===== src/rtl/i2cw_pkg.sv =====
package i2cw_pkg;
  typedef enum logic [1:0] {
    ST_IDLE = 2'd0,
    ST_CMD  = 2'd1,
    ST_DATA = 2'd2,
    ST_DROP = 2'd3
  } wr_state_e;
endpackage


===== src/rtl/i2cw_decode.sv =====
module i2cw_decode #(
  parameter logic [6:0] DEV_ADDR = 7'h50,
  parameter int NUM_REGS = 2,
  parameter int CMD_BASE = 16,
  parameter int IDX_W = 1
) (
  input  logic [7:0]       byte_data,
  output logic             addr_hit,
  output logic             cmd_hit,
  output logic [IDX_W-1:0] cmd_idx
);
  logic [NUM_REGS-1:0] sel;

  assign addr_hit = (byte_data[7:1] == DEV_ADDR) && !byte_data[0];

  for (genvar gi = 0; gi < NUM_REGS; gi++) begin : g_sel
    assign sel[gi] = (byte_data == 8'(CMD_BASE + gi));
  end

  always_comb begin
    cmd_idx = '0;
    for (int i = 0; i < NUM_REGS; i++) begin
      if (sel[i]) cmd_idx = IDX_W'(i);
    end
  end

  assign cmd_hit = |sel;
endmodule


===== src/rtl/i2cw_fsm.sv =====
module i2cw_fsm
  import i2cw_pkg::*;
#(
  parameter int IDX_W = 1
) (
  input  logic             clk,
  input  logic             rst_n,
  input  logic             wp,
  input  logic             bus_start,
  input  logic             bus_stop,
  input  logic             byte_valid,
  input  logic [7:0]       byte_data,
  input  logic             addr_hit,
  input  logic             cmd_hit,
  input  logic [IDX_W-1:0] cmd_idx,
  output logic             ack_vld,
  output logic             ack_bit,
  output logic             upd_stb,
  output logic [IDX_W-1:0] upd_idx,
  output logic [7:0]       upd_data
);
  wr_state_e        state, state_nx;
  logic             tgt_ok, tgt_ok_nx;
  logic [IDX_W-1:0] tgt_idx, tgt_idx_nx;
  logic             ack_vld_nx, ack_bit_nx, stb_nx;
  logic [IDX_W-1:0] idx_nx;
  logic [7:0]       data_nx;
  logic             tgt_en, out_en;

  always_comb begin
    state_nx   = state;
    tgt_ok_nx  = tgt_ok;
    tgt_idx_nx = tgt_idx;
    ack_vld_nx = 1'b0;
    ack_bit_nx = 1'b0;
    stb_nx     = 1'b0;
    idx_nx     = upd_idx;
    data_nx    = upd_data;
    if (bus_start || bus_stop) begin
      state_nx = ST_IDLE;
    end else if (byte_valid) begin
      ack_vld_nx = 1'b1;
      unique case (state)
        ST_IDLE: begin
          if (addr_hit) begin
            ack_bit_nx = 1'b1;
            state_nx   = ST_CMD;
          end else begin
            state_nx = ST_DROP;
          end
        end
        ST_CMD: begin
          ack_bit_nx = 1'b1;
          tgt_ok_nx  = cmd_hit;
          tgt_idx_nx = cmd_idx;
          state_nx   = ST_DATA;
        end
        ST_DATA: begin
          if (tgt_ok && !wp) begin
            ack_bit_nx = 1'b1;
            stb_nx     = 1'b1;
            idx_nx     = tgt_idx;
            data_nx    = byte_data;
          end
        end
        default: ;
      endcase
    end
  end

  assign tgt_en = byte_valid && !bus_start && !bus_stop && (state == ST_CMD);
  assign out_en = stb_nx;

  always_ff @(posedge clk or negedge rst_n) begin
    if (!rst_n) begin
      state   <= ST_IDLE;
      ack_vld <= 1'b0;
      ack_bit <= 1'b0;
      upd_stb <= 1'b0;
    end else begin
      state   <= state_nx;
      ack_vld <= ack_vld_nx;
      ack_bit <= ack_bit_nx;
      upd_stb <= stb_nx;
    end
  end

  always_ff @(posedge clk or negedge rst_n) begin
    if (!rst_n) begin
      tgt_ok  <= 1'b0;
      tgt_idx <= '0;
    end else if (tgt_en) begin
      tgt_ok  <= tgt_ok_nx;
      tgt_idx <= tgt_idx_nx;
    end
  end

  always_ff @(posedge clk or negedge rst_n) begin
    if (!rst_n) begin
      upd_idx  <= '0;
      upd_data <= '0;
    end else if (out_en) begin
      upd_idx  <= idx_nx;
      upd_data <= data_nx;
    end
  end

  assert_stb_needs_wp_low_R6: assert property (@(posedge clk) disable iff (!rst_n)
    upd_stb |-> !$past(wp));
  assert_stb_with_ack_R4: assert property (@(posedge clk) disable iff (!rst_n)
    upd_stb |-> (ack_vld && ack_bit));
  assert_drop_refuses_R2: assert property (@(posedge clk) disable iff (!rst_n)
    (state == ST_DROP && byte_valid && !bus_start && !bus_stop) |=> (ack_vld && !ack_bit));
  assert_ack_follows_byte_R11: assert property (@(posedge clk) disable iff (!rst_n)
    (byte_valid && !bus_start && !bus_stop) |=> ack_vld);
endmodule


===== src/rtl/i2cw_regs.sv =====
module i2cw_regs #(
  parameter int NUM_REGS = 2,
  parameter int REG_W = 6,
  parameter int IDX_W = 1
) (
  input  logic                      clk,
  input  logic                      rst_n,
  input  logic                      wr_en,
  input  logic [IDX_W-1:0]          wr_idx,
  input  logic [7:0]                wr_data,
  output logic [NUM_REGS*REG_W-1:0] q_flat
);
  for (genvar gi = 0; gi < NUM_REGS; gi++) begin : g_reg
    logic             en;
    logic [REG_W-1:0] q;
    assign en = wr_en && (wr_idx == IDX_W'(gi));
    always_ff @(posedge clk or negedge rst_n) begin
      if (!rst_n) q <= '0;
      else if (en) q <= wr_data[REG_W-1:0];
    end
    assign q_flat[gi*REG_W +: REG_W] = q;
  end

  assert_hold_without_write_R5: assert property (@(posedge clk) disable iff (!rst_n)
    !wr_en |=> $stable(q_flat));
endmodule


===== src/rtl/i2cw_top.sv =====
module i2cw_top #(
  parameter logic [6:0] DEV_ADDR = 7'h50,
  parameter int NUM_REGS = 2,
  parameter int REG_W = 6,
  parameter int CMD_BASE = 16,
  localparam int IDX_W = (NUM_REGS > 1) ? $clog2(NUM_REGS) : 1
) (
  input  logic                      clk,
  input  logic                      rst_n,
  input  logic                      wp,
  input  logic                      bus_start,
  input  logic                      bus_stop,
  input  logic                      byte_valid,
  input  logic [7:0]                byte_data,
  output logic                      ack_valid,
  output logic                      ack,
  output logic                      upd_stb,
  output logic [IDX_W-1:0]          upd_idx,
  output logic [7:0]                upd_data,
  output logic [NUM_REGS*REG_W-1:0] reg_q
);
  logic [1:0]       rst_pipe;
  logic             rst_sync_n;
  logic             addr_hit, cmd_hit;
  logic [IDX_W-1:0] cmd_idx;

  always_ff @(posedge clk or negedge rst_n) begin
    if (!rst_n) rst_pipe <= 2'b00;
    else        rst_pipe <= {rst_pipe[0], 1'b1};
  end
  assign rst_sync_n = rst_pipe[1];

  i2cw_decode #(
    .DEV_ADDR(DEV_ADDR), .NUM_REGS(NUM_REGS), .CMD_BASE(CMD_BASE), .IDX_W(IDX_W)
  ) u_decode (
    .byte_data(byte_data), .addr_hit(addr_hit), .cmd_hit(cmd_hit), .cmd_idx(cmd_idx)
  );

  i2cw_fsm #(.IDX_W(IDX_W)) u_fsm (
    .clk(clk), .rst_n(rst_sync_n), .wp(wp), .bus_start(bus_start), .bus_stop(bus_stop),
    .byte_valid(byte_valid), .byte_data(byte_data), .addr_hit(addr_hit),
    .cmd_hit(cmd_hit), .cmd_idx(cmd_idx), .ack_vld(ack_valid), .ack_bit(ack),
    .upd_stb(upd_stb), .upd_idx(upd_idx), .upd_data(upd_data)
  );

  i2cw_regs #(.NUM_REGS(NUM_REGS), .REG_W(REG_W), .IDX_W(IDX_W)) u_regs (
    .clk(clk), .rst_n(rst_sync_n), .wr_en(upd_stb), .wr_idx(upd_idx),
    .wr_data(upd_data), .q_flat(reg_q)
  );
endmodule


===== config.mk =====
export PLATFORM = sky130hd
export DESIGN_NAME = i2cw_top
export DESIGN_NICKNAME = d
export VERILOG_FILES = /design/src/rtl/i2cw_pkg.sv /design/src/rtl/i2cw_decode.sv /design/src/rtl/i2cw_fsm.sv /design/src/rtl/i2cw_regs.sv /design/src/rtl/i2cw_top.sv
export SDC_FILE = /design/constraint.sdc
export NUM_CORES = 1
export LEC_CHECK = 0
export ABC_AREA = 1
export BUFFER_PORTS_ARGS = -buffer_cell sky130_fd_sc_hd__buf_2
export CORE_MARGIN = 5
export CORE_UTILIZATION = 30
export CTS_BUF_LIST = sky130_fd_sc_hd__clkbuf_4
export CTS_CLUSTER_SIZE = 24
export DETAILED_ROUTE_END_ITERATION = 10
export PLACE_DENSITY = 0.6
export SYNTH_ARGS = -nofsm -noshare
export SYNTH_HDL_FRONTEND = slang
export SYNTH_SLANG_ARGS = --single-unit

===== constraint.sdc =====
create_clock -name clk -period 2.17 [get_ports clk]
set_clock_uncertainty 0.2 [all_clocks]
set_input_delay 0.217 -clock clk [delete_from_list [all_inputs] [get_ports clk]]
set_output_delay 0.217 -clock clk [all_outputs]
set_load 0.03 [all_outputs]

==> run metrics <==
clk_lat worst skew 0.33 ns; clk root buf clkbuf_4; Final period util about 90%; DRC Markers 0; CTS clk-pin slew, worst paths 0.09 ns; drt wl/cell between 10 and 15 µm; total negative slack 0 ns; Synth Instances around 130; # rows 23; TritonRoute pass-1 iters 4; # H-tree levels 2; commonest non-fill, non-tap cell in the layout buf_2; Crit Path Category in -> reg; CP required 2.19 ns; Seq cells post-synth 30; CP Max Fanout 3; post-CTS setup buffer count 0; slowest cell on the critical path dlygate4sd3_1; most frequent cells in the layout 37 x buf_2, 31 x nand2_1, 30 x dfrtp_1; diode count 0; maximum vdd drop 0.312 mV; Post-Syn Nets roughly 140; worst reg-to-reg setup slack 0.66 ns; endpoints failing setup 0; Initial Utilization between 30% and 40%; post-DP HPWL 2010 µm; deepest clock path buffer count 2; minimum clock period slightly below 2 ns; die area 0.00547 mm²; Mean Syn Cell Area ~9.6 µm²; I/O Buffers 37; Final Instance Count excl. Fillers 237; Fin. Hold Viols 0; CTS tree yes; total global routing track utilization between 10% and 20%; Lkg Pwr approximately 0.00090 µW; vias in the first global route ~1000; Vias between 1000 and 1500; initial antenna violation count 0; status complete, no violations; chip height 74.0 µm; fillcell total 398; sequential share of the synthesized area between 60% and 70%; Ports 38; final wirelength between 2000 and 3000 µm; fin. max-slew vios 0; crit-path max cell delay 0.55 ns; number of buffers created by CTS 5; post-synth cell types 19; Area Growth Syn to Fin 36.7%; cell mode on critical path nand2_1; CTS sink cnt 30; Die X 74.0 µm; layout cells sized above 1 about a third; # resized after CTS 0; CP Data Arrival Time about 1.9 ns; synthesized area between 0.001 and 0.0015 mm²; Final ANT Viol Nets 0; worst hold path class in -> reg; Pwr Density between 500 and 600 mW/mm²; Overflow after GRT 0; number of warnings issued by yosys 0; largest net degree at the start of global routing 23; RSZ-0062 raised after global routing false; core area around 0.0040 mm²; Critical Path Sink Type register; CP Cell Sequence dlygate4sd3_1 > buf_2 > inv_1 > nand2_1 > nor2_1 > nand2_1 > nand2_1 > a21oi_1 > dlygate4sd3_1; Final Net Count 200; max_cap viols 0; DP Cell Count 213; first-pass GRT wire length about 4800 µm; Initial DRC Count between 50 and 60; Hold Buf Count CTS 16; GP Congestion roughly 0.8; crit path launch type primary input; Vias/cell roughly 4.4; Max Clock Freq between 500 and 600 MHz
==> layer usage <==
| metal | global-route usage, % | share of wire [%] | up-vias |
|---|---|---|---|
| met5 | 0 | 0 | - |
| met1 | 14.5 | 45 | 470 |
| met4 | 5.43 | 1.8 | 0 |
| met3 | 4.19 | 8.4 | 6 |
| met2 | 18.3 | 45 | 37 |
| li1 | - | - | 519 |
==> report_power, final <==
group	internal, µW	switching, µW
Sequential	572	7.39
Clock	134	184
Combinational	42.6	52.8
==> cells by family (layout without fill, tap and decap cells) <==
family	count (synthesis)	after routing	synth area share [%]
buffers and inverters	21	80	7.03
other	1	1	0.306
flip-flops	30	30	61.2
AO/OA/AOI/OAI	26	26	12.9
AND/OR/NAND/NOR	50	50	18.6
==> registers in the layout, indices dropped and copies added, names as in the netlist <==
register        count
rst_pipe            2
u_fsm.ack_bit       1
u_fsm.ack_vld       1
u_fsm.state         2
u_fsm.tgt_idx       1
u_fsm.tgt_ok        1
u_fsm.upd_data      8
u_fsm.upd_idx       1
u_fsm.upd_stb       1
u_regs.g.q         12
==> worst max-delay path: cells and delay by family <==
family	cells	cell delay, ns
buf+inv	4	1.28
simple gates	4	0.39
compound gates	1	0.06
==> synthesized netlist by cell type <==
master	instances	area share, %
nor3_2	1	0.82
inv_1	17	5.2
nand2_1	31	9.5
conb_1	1	0.31
a21boi_0	1	0.61
or2_4	1	0.71
nor2_1	6	1.8
inv_2	1	0.31
o21ai_2	7	5.0
nand2_2	2	1.0
a21oi_1	2	0.82
o21ai_0	16	6.5
nor3_1	2	0.82
nand3_1	5	2.0
clkbuf_1	2	0.61
nand2_4	1	0.92
nor2_4	1	0.92
buf_6	1	0.92
dfrtp_1	30	61
==> cell type report <==
type                       count  area, µm²  share of cell area, %
multi-input combinational     77        390                   23.3
clock inverter                 2       8.76                  0.522
sequential                    30        751                   44.7
tap                           50       62.6                   3.73
inverter                      18       67.6                   4.03
timing repair buffer          54        353                   21.0
clock buffer                   6       45.0                   2.68
==> path summary, 6_finish.rpt <==
kind                                 from                end  cells after the start
setup / recovery             byte_data[3]     u_fsm.state[1]                      9
hold / removal                         wp      u_fsm.ack_bit                      4
setup reg to reg           u_fsm.state[0]     u_fsm.state[1]                      3
hold reg to reg               rst_pipe[1]  u_fsm.upd_data[1]                      1
max in group asynchronous     rst_pipe[1]      u_fsm.ack_bit                      1
min in group asynchronous     rst_pipe[1]  u_fsm.upd_data[1]                      1
==> metrics by stage <==
step	power, µW	util (%)	area, µm²	setup slack (ns)	hold WS [ns]
floorplan	634	-	1230	0.823	-0.279
global placement	665	36.9	1460	0.803	-0.196
detailed placement	666	36.9	1460	0.761	-0.196
CTS	1010	42.2	1680	0.246	0.0379
global route	1060	42.2	1680	0.108	0.0714
finish	993	42.2	1680	0.245	0.0437
Power figures use the tool's default switching activity.
